### src/rtl/canspi_pkg.sv
package canspi_pkg;

    localparam int WORD_W = 8;
    localparam int MODE_W = 3;
    localparam int MODE_LSB = WORD_W - MODE_W;

    typedef logic [WORD_W-1:0] word_t;

    localparam word_t OP_MRST    = 8'h56;
    localparam word_t OP_WR_CTL0 = 8'h14;
    localparam word_t OP_WR_CTL1 = 8'h16;
    localparam word_t OP_WR_INTE = 8'h1C;
    localparam word_t OP_WR_TIM0 = 8'h18;
    localparam word_t OP_WR_TIM1 = 8'h1A;
    localparam word_t OP_RD_CTL0 = 8'hD2;
    localparam word_t OP_RD_CTL1 = 8'hD4;
    localparam word_t OP_RD_TIM0 = 8'hD6;
    localparam word_t OP_RD_TIM1 = 8'hD8;
    localparam word_t OP_RD_MSTA = 8'hDA;
    localparam word_t OP_RD_ERRF = 8'hDC;
    localparam word_t OP_RD_INTF = 8'hDE;
    localparam word_t OP_RD_STAT = 8'hE2;
    localparam word_t OP_RD_RCNT = 8'hEA;
    localparam word_t OP_RD_TCNT = 8'hEC;

    localparam word_t CTL0_INIT = 8'h80;

    typedef struct packed {
        word_t ctl0;
        word_t ctl1;
        word_t inte;
        word_t tim0;
        word_t tim1;
        word_t intf;
        word_t errf;
        word_t op;
    } regs_t;

endpackage

### src/rtl/spi_in_sync.sv
module spi_in_sync #(
    parameter int              N_SIG   = 3,
    parameter int              STAGES  = 2,
    parameter logic [N_SIG-1:0] RST_VAL = '0
) (
    input  logic             clk,
    input  logic             rst_n,
    input  logic [N_SIG-1:0] async_i,
    output logic [N_SIG-1:0] sync_o
);

    logic [N_SIG-1:0] stg_q [STAGES];

    always_ff @(posedge clk or negedge rst_n) begin
        if (!rst_n) stg_q[0] <= RST_VAL;
        else        stg_q[0] <= async_i;
    end

    for (genvar s = 1; s < STAGES; s++) begin : g_stage
        always_ff @(posedge clk or negedge rst_n) begin
            if (!rst_n) stg_q[s] <= RST_VAL;
            else        stg_q[s] <= stg_q[s-1];
        end
    end

    assign sync_o = stg_q[STAGES-1];

endmodule

### src/rtl/spi_byte_engine.sv
module spi_byte_engine
    import canspi_pkg::*;
(
    input  logic       clk,
    input  logic       rst_n,
    input  logic       sck_s,
    input  logic       cs_n_s,
    input  logic       mosi_s,
    input  word_t      load_val_i,
    output logic       byte_done_o,
    output word_t      byte_o,
    output logic [1:0] idx_o,
    output logic       miso_o
);

    localparam int CNT_W = $clog2(WORD_W);
    localparam logic [CNT_W-1:0] LAST_BIT = CNT_W'(WORD_W - 1);

    typedef struct packed {
        logic             sck_prev;
        logic [CNT_W-1:0] bit_cnt;
        logic [1:0]       idx;
        word_t            rx_sr;
        word_t            tx_sr;
    } eng_t;

    eng_t  st_d, st_q;
    logic  rise, fall, done;
    word_t shifted;

    always_comb begin
        st_d          = st_q;
        st_d.sck_prev = sck_s;
        rise          = sck_s & ~st_q.sck_prev;
        fall          = ~sck_s & st_q.sck_prev;
        shifted       = {st_q.rx_sr[WORD_W-2:0], mosi_s};
        done          = 1'b0;
        if (cs_n_s) begin
            st_d.bit_cnt = '0;
            st_d.idx     = '0;
            st_d.tx_sr   = '0;
        end else if (rise) begin
            st_d.rx_sr = shifted;
            if (st_q.bit_cnt == LAST_BIT) begin
                done         = 1'b1;
                st_d.bit_cnt = '0;
                if (st_q.idx != 2'd2) st_d.idx = st_q.idx + 2'd1;
                st_d.tx_sr = (st_q.idx == 2'd0) ? load_val_i : '0;
            end else begin
                st_d.bit_cnt = st_q.bit_cnt + 1'b1;
            end
        end else if (fall && st_q.bit_cnt != '0) begin
            st_d.tx_sr = {st_q.tx_sr[WORD_W-2:0], 1'b0};
        end
    end

    always_ff @(posedge clk or negedge rst_n) begin
        if (!rst_n) st_q <= '0;
        else        st_q <= st_d;
    end

    assign byte_done_o = done;
    assign byte_o      = shifted;
    assign idx_o       = st_q.idx;
    assign miso_o      = st_q.tx_sr[WORD_W-1];


    miso_idle_chk: assert property (@(posedge clk) disable iff (!rst_n)
        cs_n_s |=> !miso_o);


    idx_restart_chk: assert property (@(posedge clk) disable iff (!rst_n)
        cs_n_s |=> (idx_o == 2'd0));

endmodule

### src/rtl/can_reg_bank.sv
module can_reg_bank
    import canspi_pkg::*;
(
    input  logic              clk,
    input  logic              rst_n,
    input  logic              byte_done_i,
    input  word_t             byte_i,
    input  logic [1:0]        idx_i,
    input  word_t             int_evt_i,
    input  word_t             err_evt_i,
    input  logic              rx_pending_i,
    input  logic              tx_busy_i,
    input  logic              bus_off_i,
    input  logic              err_passive_i,
    input  logic              err_warn_i,
    input  word_t             msg_stat_i,
    input  word_t             tx_err_cnt_i,
    input  word_t             rx_err_cnt_i,
    output word_t             rd_val_o,
    output logic [MODE_W-1:0] mode_o,
    output logic              tx_en_o,
    output logic              irq_o
);

    regs_t rg_d, rg_q;
    logic  op_done, dat_done, mrst, intf_clr, errf_clr, known_op;
    word_t statf;

    localparam regs_t RST_REGS = '{ctl0: CTL0_INIT, default: '0};

    always_comb begin
        op_done  = byte_done_i && (idx_i == 2'd0);
        dat_done = byte_done_i && (idx_i == 2'd1);
        statf    = {~tx_busy_i, 2'b00, err_warn_i, err_passive_i,
                    bus_off_i, ~rx_pending_i, 1'b0};

        known_op = 1'b1;
        unique case (byte_i)
            OP_RD_CTL0: rd_val_o = rg_q.ctl0;
            OP_RD_CTL1: rd_val_o = rg_q.ctl1;
            OP_RD_TIM0: rd_val_o = rg_q.tim0;
            OP_RD_TIM1: rd_val_o = rg_q.tim1;
            OP_RD_MSTA: rd_val_o = msg_stat_i;
            OP_RD_ERRF: rd_val_o = rg_q.errf;
            OP_RD_INTF: rd_val_o = rg_q.intf;
            OP_RD_STAT: rd_val_o = statf;
            OP_RD_RCNT: rd_val_o = rx_err_cnt_i;
            OP_RD_TCNT: rd_val_o = tx_err_cnt_i;
            OP_MRST, OP_WR_CTL0, OP_WR_CTL1, OP_WR_INTE,
            OP_WR_TIM0, OP_WR_TIM1: rd_val_o = '0;
            default: begin
                rd_val_o = '0;
                known_op = 1'b0;
            end
        endcase

        mrst     = op_done && (byte_i == OP_MRST);
        intf_clr = op_done && (byte_i == OP_RD_INTF);
        errf_clr = op_done && (byte_i == OP_RD_ERRF);

        rg_d      = rg_q;
        rg_d.errf = (errf_clr ? '0 : rg_q.errf) | err_evt_i;
        rg_d.intf = ((intf_clr || mrst) ? '0 : rg_q.intf) | int_evt_i;
        if (op_done) rg_d.op = byte_i;
        if (mrst) begin
            rg_d.ctl0 = CTL0_INIT;
            rg_d.ctl1 = '0;
            rg_d.inte = '0;
            rg_d.tim0 = '0;
            rg_d.tim1 = '0;
        end
        if (dat_done) begin
            case (rg_q.op)
                OP_WR_CTL0: rg_d.ctl0 = byte_i;
                OP_WR_CTL1: rg_d.ctl1 = byte_i;
                OP_WR_INTE: rg_d.inte = byte_i;
                OP_WR_TIM0: rg_d.tim0 = byte_i;
                OP_WR_TIM1: rg_d.tim1 = byte_i;
                default: ;
            endcase
        end
    end

    always_ff @(posedge clk or negedge rst_n) begin
        if (!rst_n) rg_q <= RST_REGS;
        else        rg_q <= rg_d;
    end

    assign mode_o  = rg_q.ctl0[WORD_W-1:MODE_LSB];
    assign tx_en_o = rg_q.ctl1[WORD_W-1];
    assign irq_o   = |(rg_q.intf & rg_q.inte);


    mrst_init_chk: assert property (@(posedge clk) disable iff (!rst_n)
        mrst |=> (rg_q.ctl0 == CTL0_INIT) && (rg_q.inte == '0) && !tx_en_o);


    errf_keep_chk: assert property (@(posedge clk) disable iff (!rst_n)
        mrst |=> ((rg_q.errf & $past(rg_q.errf)) == $past(rg_q.errf)));


    intf_clear_chk: assert property (@(posedge clk) disable iff (!rst_n)
        intf_clr |=> (rg_q.intf == $past(int_evt_i)));


    intf_hold_chk: assert property (@(posedge clk) disable iff (!rst_n)
        (!op_done && int_evt_i == '0) |=> $stable(rg_q.intf));


    unknown_op_chk: assert property (@(posedge clk) disable iff (!rst_n)
        (op_done && !known_op) |=> $stable(rg_q.ctl0) && $stable(rg_q.ctl1)
            && $stable(rg_q.inte) && $stable(rg_q.tim0) && $stable(rg_q.tim1));

endmodule

### src/rtl/canspi_frontend.sv
module canspi_frontend
    import canspi_pkg::*;
#(
    parameter int SYNC_STAGES = 2
) (
    input  logic       clk,
    input  logic       rst_n,
    input  logic       spi_sck,
    input  logic       spi_cs_n,
    input  logic       spi_mosi,
    output logic       spi_miso,
    input  logic [7:0] int_evt_i,
    input  logic [7:0] err_evt_i,
    input  logic       rx_pending_i,
    input  logic       tx_busy_i,
    input  logic       bus_off_i,
    input  logic       err_passive_i,
    input  logic       err_warn_i,
    input  logic [7:0] msg_stat_i,
    input  logic [7:0] tx_err_cnt_i,
    input  logic [7:0] rx_err_cnt_i,
    output logic [2:0] mode_o,
    output logic       tx_en_o,
    output logic       irq_o
);

    logic [2:0] pins_s;
    logic       byte_done;
    word_t      byte_w, rd_val;
    logic [1:0] idx;

    spi_in_sync #(
        .N_SIG  (3),
        .STAGES (SYNC_STAGES),
        .RST_VAL(3'b010)
    ) u_sync (
        .clk    (clk),
        .rst_n  (rst_n),
        .async_i({spi_sck, spi_cs_n, spi_mosi}),
        .sync_o (pins_s)
    );

    spi_byte_engine u_eng (
        .clk        (clk),
        .rst_n      (rst_n),
        .sck_s      (pins_s[2]),
        .cs_n_s     (pins_s[1]),
        .mosi_s     (pins_s[0]),
        .load_val_i (rd_val),
        .byte_done_o(byte_done),
        .byte_o     (byte_w),
        .idx_o      (idx),
        .miso_o     (spi_miso)
    );

    can_reg_bank u_regs (
        .clk          (clk),
        .rst_n        (rst_n),
        .byte_done_i  (byte_done),
        .byte_i       (byte_w),
        .idx_i        (idx),
        .int_evt_i    (int_evt_i),
        .err_evt_i    (err_evt_i),
        .rx_pending_i (rx_pending_i),
        .tx_busy_i    (tx_busy_i),
        .bus_off_i    (bus_off_i),
        .err_passive_i(err_passive_i),
        .err_warn_i   (err_warn_i),
        .msg_stat_i   (msg_stat_i),
        .tx_err_cnt_i (tx_err_cnt_i),
        .rx_err_cnt_i (rx_err_cnt_i),
        .rd_val_o     (rd_val),
        .mode_o       (mode_o),
        .tx_en_o      (tx_en_o),
        .irq_o        (irq_o)
    );

endmodule

### config.mk
export PLATFORM = sky130hd
export DESIGN_NAME = canspi_frontend
export DESIGN_NICKNAME = d
export VERILOG_FILES = /design/src/rtl/canspi_pkg.sv /design/src/rtl/spi_in_sync.sv /design/src/rtl/spi_byte_engine.sv /design/src/rtl/can_reg_bank.sv /design/src/rtl/canspi_frontend.sv
export SDC_FILE = /design/constraint.sdc
export NUM_CORES = 1
export LEC_CHECK = 0
export BUFFER_PORTS_ARGS = -buffer_cell sky130_fd_sc_hd__buf_2
export CAP_MARGIN = 5
export CORE_MARGIN = 8
export CORE_UTILIZATION = 30
export DETAILED_ROUTE_END_ITERATION = 8
export HOLD_SLACK_MARGIN = 0.06
export MAX_ROUTING_LAYER = met4
export PLACE_DENSITY = 0.55
export SLEW_MARGIN = 40
export SYNTH_ARGS = -nofsm -noshare
export SYNTH_HDL_FRONTEND = slang
export SYNTH_SLANG_ARGS = --single-unit
### constraint.sdc
create_clock -name clk -period 2.1 [get_ports clk]
set_input_delay 0.105 -clock clk [delete_from_list [all_inputs] [get_ports clk]]
set_output_delay 0.105 -clock clk [all_outputs]
set_load 0.05 [all_outputs]
# Word level (Yosys, flattened, before mapping)
# Cells that the tools add are included.
# classes
add_sub_neg	2
eq_ne	20
n_mux	23
bitwise	10
n_reduce_logical	17
# op_table
op	count
2-to-1 mux 8 bit	12
equality test 8 bit (second input constant)	10
2-to-1 mux 40 bit	2
one-hot mux 8 bit (10 select lines)	1
equality test 8 x 5 -> 1 bit (second input constant)	5
OR 8 bit	2
2-to-1 mux 13 bit	1
AND 8 bit	1
equality test 8 x 7 -> 1 bit (second input constant)	1
OR reduction 8 bit	1
logical AND 1 bit	6
nonzero test 2 bit	3
nonzero test 3 bit	2
2-to-1 mux 5 bit	1
NOT 1 bit	5
2-to-1 mux 2 bit	2
AND reduction 2 bit	2
adder 3 x 1 -> 3 bit (second input constant)	1
equality test 3 bit (second input constant)	1
2-to-1 mux 1 bit	3
2-to-1 mux 3 bit	1
!= test 3 bit (second input constant)	1
AND reduction 3 bit	1
adder 2 x 1 -> 2 bit (second input constant)	1
5 further kinds	6
# word_totals
ff_bits	92
in_bits	50
out_inout_bits	6
wordCells	87

# Logic depth before layout (Yosys ltp)
# Gate-level depths: netlist of the first run.
# logic_depth
word_depth	9
ltp_mapped	9
depth_no_buf	7

# By module
# A second synthesis of the first run with hierarchy kept.
# unflattened
hier_cells	410
hier_area_um2	4687.0
# by_module_without_submodules
mod	instances	cells_per_inst	area_each_um2	seq_area_each_um2
can_reg_bank	1	311	3350.7	1602.8
spi_byte_engine	1	90	1161.1	525.5
spi_in_sync	1	9	175.2	152.6

# Worst setup path after synthesis of the first run
# No wires, ideal clock.
# synth_path
kind	reg2reg
start	register u_eng.st_q[19] (netlist name)
end	register u_regs.rg_q[32] (netlist name)
t_arrival_ns	1.745
required_time_ns	1.982
path_slack_ns	0.237
path_stages_with_launch	9
cell_sequence	dfrtp_1 ha_1 ha_1 nor4bb_1 nand4b_1 or2_2 buf_1 nand3_1 nand2_1
# synth_lines
item	line_no	source
start: declaration	spi_byte_engine.sv:27	eng_t st_d, st_q;
start signal: assignment	spi_byte_engine.sv:59	else st_q <= st_d;
end signal: assignment	can_reg_bank.sv:86	else rg_q <= rg_d;
end: declaration	can_reg_bank.sv:25	regs_t rg_d, rg_q;

==> results of run 1 <==
==> synthesized netlist by cell type, types with 4 or more instances <==
library cell / number / area, µm²
a21o_1: 16 / 120
a21oi_1: 4 / 20.0
a22oi_1: 16 / 120
a32oi_1: 5 / 43.8
and3_1: 4 / 25.0
and4b_1: 4 / 40.0
buf_2: 18 / 90.1
clkbuf_1: 10 / 37.5
dfrtp_1: 88 / 2200
ha_1: 6 / 75.1
inv_1: 5 / 18.8
mux2_2: 24 / 270
mux2i_1: 4 / 40.0
nand2_1: 105 / 394
nand2b_1: 5 / 31.3
nand3_1: 23 / 115
nand4_1: 6 / 37.5
nor2_1: 23 / 86.3
nor2b_1: 11 / 68.8
o21ai_0: 26 / 130
o221ai_1: 5 / 43.8
==> worst max path at each step <==
stage              startpoint                to
2_1_floorplan  u_eng.st_q[19]   u_regs.rg_q[32]
3_3_place_gp   u_eng.st_q[19]  u_regs.mode_o[2]
3_5_place_dp   u_eng.st_q[19]  u_regs.mode_o[2]
4_1_cts        u_eng.st_q[19]   u_regs.rg_q[39]
5_1_grt        u_eng.st_q[18]   u_regs.rg_q[21]
6_report       u_eng.st_q[19]   u_regs.rg_q[22]
==> sequential cells by signal, indices dropped and copies added (netlist names) <==
signal,cells
u_regs.rg_q,60
u_eng.st_q,11
u_eng.byte_o,7
u_regs.mode_o,3
u_sync.stg_q,3
u_sync.sync_o,3
u_eng.idx_o,2
u_eng.miso_o,1
u_regs.tx_en_o,1
==> final cells by class <==
class                      instances  area share, %
sequential                        91           39.7
multi-input combinational        334           35.9
timing repair buffer             116           14.3
clock buffer                      10           4.16
tap                              188           4.09
clock inverter                     6           1.50
inverter                           5          0.327
==> layer usage <==
metal | wire length (µm) | up-vias | global-route usage (%)
met3 | 738 | 15 | 3.72
met4 | 187 | 0 | 3.81
met1 | 6100 | 1871 | 17.8
met5 | 0 | - | -
li1 | - | 1820 | -
met2 | 6400 | 96 | 23.6
==> power by group <==
group / internal [mW] / total, mW / leakage, nW / switching, mW
sequential: 1.82 / 1.96 / 1.15 / 0.136
combinational: 0.518 / 1.14 / 1.23 / 0.621
clock: 1.08 / 1.78 / 0.159 / 0.702
==> repair_timing <==
item | 4_1_cts | 5_1_grt
endpoints found under the hold margin | 60 | 0
buffers inserted | 0 | 2
pin swaps | 0 | 1
gates resized for setup | 1 | 2
endpoints found under the setup margin | 6 | 26
hold buffers | 20 | 0
==> stage by stage <==
step	setup TNS [ns]	std cells	worst slack, ns	util (%)
6_report	0	750	0.0900	38.4
5_1_grt	0	750	0.00506	38.4
4_1_cts	0	748	0.0271	38.2
3_5_place_dp	-0.265	712	-0.0515	34.6
3_3_place_gp	0	712	0.0565	34.6
2_1_floorplan	0	465	0.237	-
==> worst register-to-register path, cell delays in order, from the launching register on <==
cell and delay (ns):
dfrtp_1 0.41, ha_1 0.20, ha_1 0.19, buf_4 0.14, nand2_1 0.05, nor3_1 0.04, buf_4 0.16, buf_4 0.18
o21ai_1 0.37, a21o_1 0.22
==> kinds of logic (layout without fill, tap and decap cells) <==
kind of cell / after synthesis / after routing / share of synthesized area, %
compound gates: 97 / 97 / 15.1
xor+xnor: 1 / 1 / 0.194
fa+ha+maj: 6 / 6 / 1.66
buf+inv: 40 / 137 / 4.40
flops: 91 / 91 / 50.4
mux: 29 / 29 / 7.35
simple gates: 201 / 201 / 20.9
==> results by group, run 1 <==
Yosys
  – Syn_nets: 521
  – Syn Std Cell Area: ~0.0045 mm²
  – Synth Flop Type: dfrtp_1
  – Synth cell types: 52
  – Number of synthesized flops with an enable pin: 0
  – Seq/Total Area, Yosys: 50.4%
  – Async SR Flop Fraction: 100%
  – Warnings from Yosys: 0
  – Seq cells post-synth: around 90
  – Avg Inst Size Synth: 9.73 µm²
  – Cells after Synth: 465

Min path
  – Hold path start: tx_err_cnt_i[0]
  – WHS Path Cells: 3
  – Hold Path End: u_eng.st_q[0]
  – Worst Hold Class: in -> reg

Global routing
  – First-pass GRT wire length: 21500 µm
  – Largest net degree at the start of global routing: 47
  – Initial antenna violation count: 0
  – Gr usage total: 14.6%
  – Grt ovf: 0
  – Vias in the first global route: 3859

Place
  – Input/output buffers: 55
  – Placed inst area: 0.00519 mm²
  – Hpwl dp: 9800 µm
  – Gpl congestion: 0.914

Route
  – Vias per cell: 5.07
  – Final WL: 13400 µm
  – DRC: 0
  – WL/cell: 17.9 µm
  – 1st-pass router iterations: 4
  – Number of nets still failing antenna checks after routing: 0
  – DR vias: ~3800
  – DRT iter0 DRCs: 291

Setup path
  – Worst path max stage delay: 0.41 ns
  – Crit path max fanout: 9
  – Crit Reg-Reg Endpoint: u_regs.rg_q[22]
  – Crit-path cells: ha_1 > ha_1 > buf_4 > nand2_1 > nor3_1 > buf_4 > buf_4 > o21ai_1 > a21o_1
  – Setup crit end kind: flip-flop
  – Arr. time, crit path: 2.29 ns
  – Critical path class: reg -> reg
  – Reg2reg setup slack: ~0.090 ns
  – Req. time, crit path: 2.38 ns
  – CP most frequent cell: buf_4
  – CP max stage cell: dfrtp_1
  – Worst reg-to-reg path cell count: 9
  – Worst setup SP type: flip-flop
  – R2R Path Start: u_eng.st_q[19]
  – Crit-path leading delay family: compound AO/OA/AOI/OAI gates
  – CP Depth: 9
  – Crit path buffers/inverters: 3

Clock tree
  – CTS Buffer Depth: 2
  – Clock slew at reported path FFs: 0.07 ns
  – Clock root cell: clkbuf_16
  – Htree depth: 3
  – CTS tree: yes
  – Sinks on Clock Net: 91
  – Num CTS Buffers: 9
  – Clk Latency, worst-skew pair: 0.34 ns

Power and ir drop
  – P per Cell Area: 848 mW/mm²
  – Peak VDD IR: 0.465 mV
  – Static Leak: 2.54 nW
  – Final Power: 4.87 mW

Floorplanning
  – Total core area: 0.0150 mm²
  – Placement Rows: 45
  – Die X: approximately 140 µm
  – Ports: 56
  – Initial Util: 30.2%
  – Die Ht: 139 µm
  – Die area: 0.0193 mm²

Timing
  – Period utilization: 95.7%
  – RSZ-0062 raised after global routing: no
  – Tmin final: 2.01 ns
  – Min Hold Slack: ~0.11 ns
  – Fin. max-slew vios: 0
  – F_max: 498 MHz
  – Final Hold Viols: 0
  – Slew Limit Headroom: 53.2%
  – Clock skew: between 0.004 and 0.005 ns
  – Worst slew pin tran: roughly 0.70 ns
  – Final setup violating endpoints: 0

Finish
  – Number of diodes: 0
  – Fill count: 1485
  – Layout area overhead: 26.9%
  – Design area: between 0.005 and 0.006 mm²
  – Register area: about 0.0023 mm²
  – Layout cells sized above 1: 26.2%
  – Most common cell after layout, fill and taps aside: nand2_1
  – Most frequent cells in the layout: nand2_1 (105), dfrtp_1 (88), buf_2 (54)
  – Area of the multi-input gates: 0.00206 mm²
  – NumNets Final: 613

Job
  – Max cap viols: 0

Outcome
  – Status: finished, final reports clean
Note: power is estimated with default switching activity, not from simulation.
==> run 2, diff against run 1 <==
--- a/config.mk
+++ b/config.mk
@@ -13,6 +13,7 @@
 export HOLD_SLACK_MARGIN = 0.06
 export MAX_ROUTING_LAYER = met4
 export PLACE_DENSITY = 0.55
+export RECOVER_POWER = 50
 export SLEW_MARGIN = 40
 export SYNTH_ARGS = -nofsm -noshare
 export SYNTH_HDL_FRONTEND = slang
==> run 2 against run 1 <==
Net effect: non-clock buffer count unchanged; sequential share of layout area rose by 0.13 points; flip-flop and latch count did not move; global-route usage is the same; total power decreased by 0.24%; combinational power barely moved; first-iteration DRC count shrank 3.4%; clock-buffer cell count did not move; clock power is essentially flat; worst setup slack improved by 0.0066 ns; critical path type unchanged; largest power group unchanged.
==> results by group, run 2 (synthesized netlist as in run 1, its figures left out) <==
Job
  – Max cap viols: 0

Global routing
  – Layer with the highest usage: met2
  – First-pass GRT wire length: 21500 µm
  – Gr usage total: 14.6%
  – Initial antenna violation count: 0
  – Grt ovf: 0
  – Met3 usage: 3.72%
  – Largest net degree at the start of global routing: 47
  – Vias in the first global route: 3859
  – Routing usage on met2: 23.6%
  – Global routing usage on met1: 17.8%

Power and ir drop
  – Static Leak: between 2 and 3 nW
  – P per Cell Area: around 850 mW/mm²
  – Peak VDD IR: 0.465 mV
  – Final Power: 4.86 mW

Route
  – Final WL: ~13000 µm
  – DRC: 0
  – DRT iter0 DRCs: 281
  – 1st-pass router iterations: 4
  – DR vias: 3825
  – Number of nets still failing antenna checks after routing: 0
  – Vias per cell: 5.10
  – WL/cell: between 15 and 20 µm

Outcome
  – Status: finished, final reports clean

Min path
  – Hold path start: tx_err_cnt_i[0]
  – WHS Path Cells: 3
  – Hold Path End: u_eng.st_q[0]
  – Worst Hold Class: in -> reg

Finish
  – NumNets Final: 613
  – Layout area overhead: 26.5%
  – Number of diodes: 0
  – Max reg flops: 60
  – Layout cells sized above 1: between 20% and 30%
  – Most common cell after layout, fill and taps aside: nand2_1
  – Design area: 0.00573 mm²
  – Reg with most FFs: u_regs.rg_q
  – Most frequent cells in the layout: nand2_1 (105), dfrtp_1 (88), buf_2 (53)
  – Non-Filler Instances: 750

Clock tree
  – Sinks on Clock Net: 91
  – Num CTS Buffers: 9
  – CTS tree: yes
  – Clock slew at reported path FFs: about 0.070 ns
  – Clock root cell: clkbuf_16
  – Htree depth: 3
  – CTS Buffer Depth: 2
  – Clk Latency, worst-skew pair: 0.35 ns

Timing
  – Slew Limit Headroom: around 22%
  – Fin. max-slew vios: 0
  – RSZ-0062 raised after global routing: no
  – Worst slew pin tran: 1.17 ns
  – F_max: 499 MHz
  – Final setup violating endpoints: 0
  – Clock skew: around 0.0061 ns
  – Tmin final: 2.00 ns
  – Period utilization: 95.4%
  – Final Hold Viols: 0

Setup path
  – Worst path max stage delay: ~0.40 ns
  – Crit path max fanout: 9
  – Crit path buffers/inverters: 3
  – R2R Path Start: u_eng.st_q[19]
  – Reg2reg setup slack: 0.1 ns
  – CP most frequent cell: buf_4
  – Critical path class: reg -> reg
  – Crit Reg-Reg Endpoint: u_regs.rg_q[17]
  – CP max stage cell: dfrtp_1
  – Worst reg-to-reg path cell count: 9
  – Crit-path leading delay family: compound AO/OA/AOI/OAI gates
  – Req. time, crit path: 2.38 ns
  – Arr. time, crit path: 2.29 ns
  – Crit-path cells: ha_1 > ha_1 > buf_4 > nand2_1 > nor3_1 > buf_4 > buf_4 > o21ai_1 > a21o_1
  – Worst setup SP type: flip-flop
  – Setup crit end kind: flip-flop

Place
  – Input/output buffers: 55
  – Placed insts: 712
  – Placed inst area: 0.00519 mm²
  – Gpl congestion: 0.914
  – Hpwl dp: 9800 µm

Floorplanning
  – Initial Util: 30.2%
  – Total core area: between 0.01 and 0.015 mm²
  – Die X: approximately 140 µm
  – Die Ht: 139 µm
  – Ports: 56
  – Die area: 0.0193 mm²
  – Placement Rows: 45
==> run 2: tightest hold or removal path, cell delays in order <==
cell	delay [ns]
buf_2	0.08
a211oi_1	0.07
o21ai_0	0.15
==> run 2: worst max-delay path by stage <==
| stage | start | endpoint | slack [ns] | depth (start not counted) |
|---|---|---|---|---|
| 2_1_floorplan | u_eng.st_q[19] | u_regs.rg_q[32] | 0.24 | 8 |
| 3_3_place_gp | u_eng.st_q[19] | u_regs.mode_o[2] | 0.06 | 6 |
| 3_5_place_dp | u_eng.st_q[19] | u_regs.mode_o[2] | -0.05 | 6 |
| 6_report | u_eng.st_q[19] | u_regs.rg_q[17] | 0.1 | 9 |
| 5_1_grt | u_eng.st_q[18] | u_regs.rg_q[21] | 0.005 | 9 |
| 4_1_cts | u_eng.st_q[19] | u_regs.rg_q[39] | 0.03 | 7 |
==> run 2: timing repair <==
action	CTS	global route
endpoints found under the hold margin	60	0
gates resized for setup	1	2
setup buffers	0	2
pin swaps	0	1
hold buffers	20	0
setup endpoints to repair	6	26
==> run 2: per-layer routing <==
layer,vias to the layer above,share of wire [%]
met5,-,0
met4,0,1.4
met3,16,6.6
met2,116,48
met1,1872,44
li1,1821,-
==> run 2: area by class of cell <==
cell class / count / area [µm²]
clock inverters: 6 / 86.3
repair buffers: 116 / 805
multi-input cells: 334 / 2060
fillers: 1489 / 9250
flip-flops and latches: 91 / 2280
well taps: 188 / 235
inverters: 5 / 18.8
clock buffers: 10 / 239
==> run 2: report_power, final <==
part	internal (mW)	leakage [nW]	switching [mW]	total [mW]
clock	1.08	0.159	0.699	1.77
sequential	1.82	1.15	0.133	1.95
combinational	0.514	1.22	0.619	1.13
total	3.41	2.53	1.45	4.86
==> run 2: through the flow <==
stage	util (%)	worst slack (ns)	setup TNS, ns	hold WS [ns]
floorplan	-	0.237	0	-0.191
global placement	34.6	0.0565	0	0.159
detailed placement	34.6	-0.0515	-0.265	0.165
CTS	38.2	0.0271	0	0.103
global route	38.2	0.00506	0	0.153
finish	38.2	0.0965	0	0.103
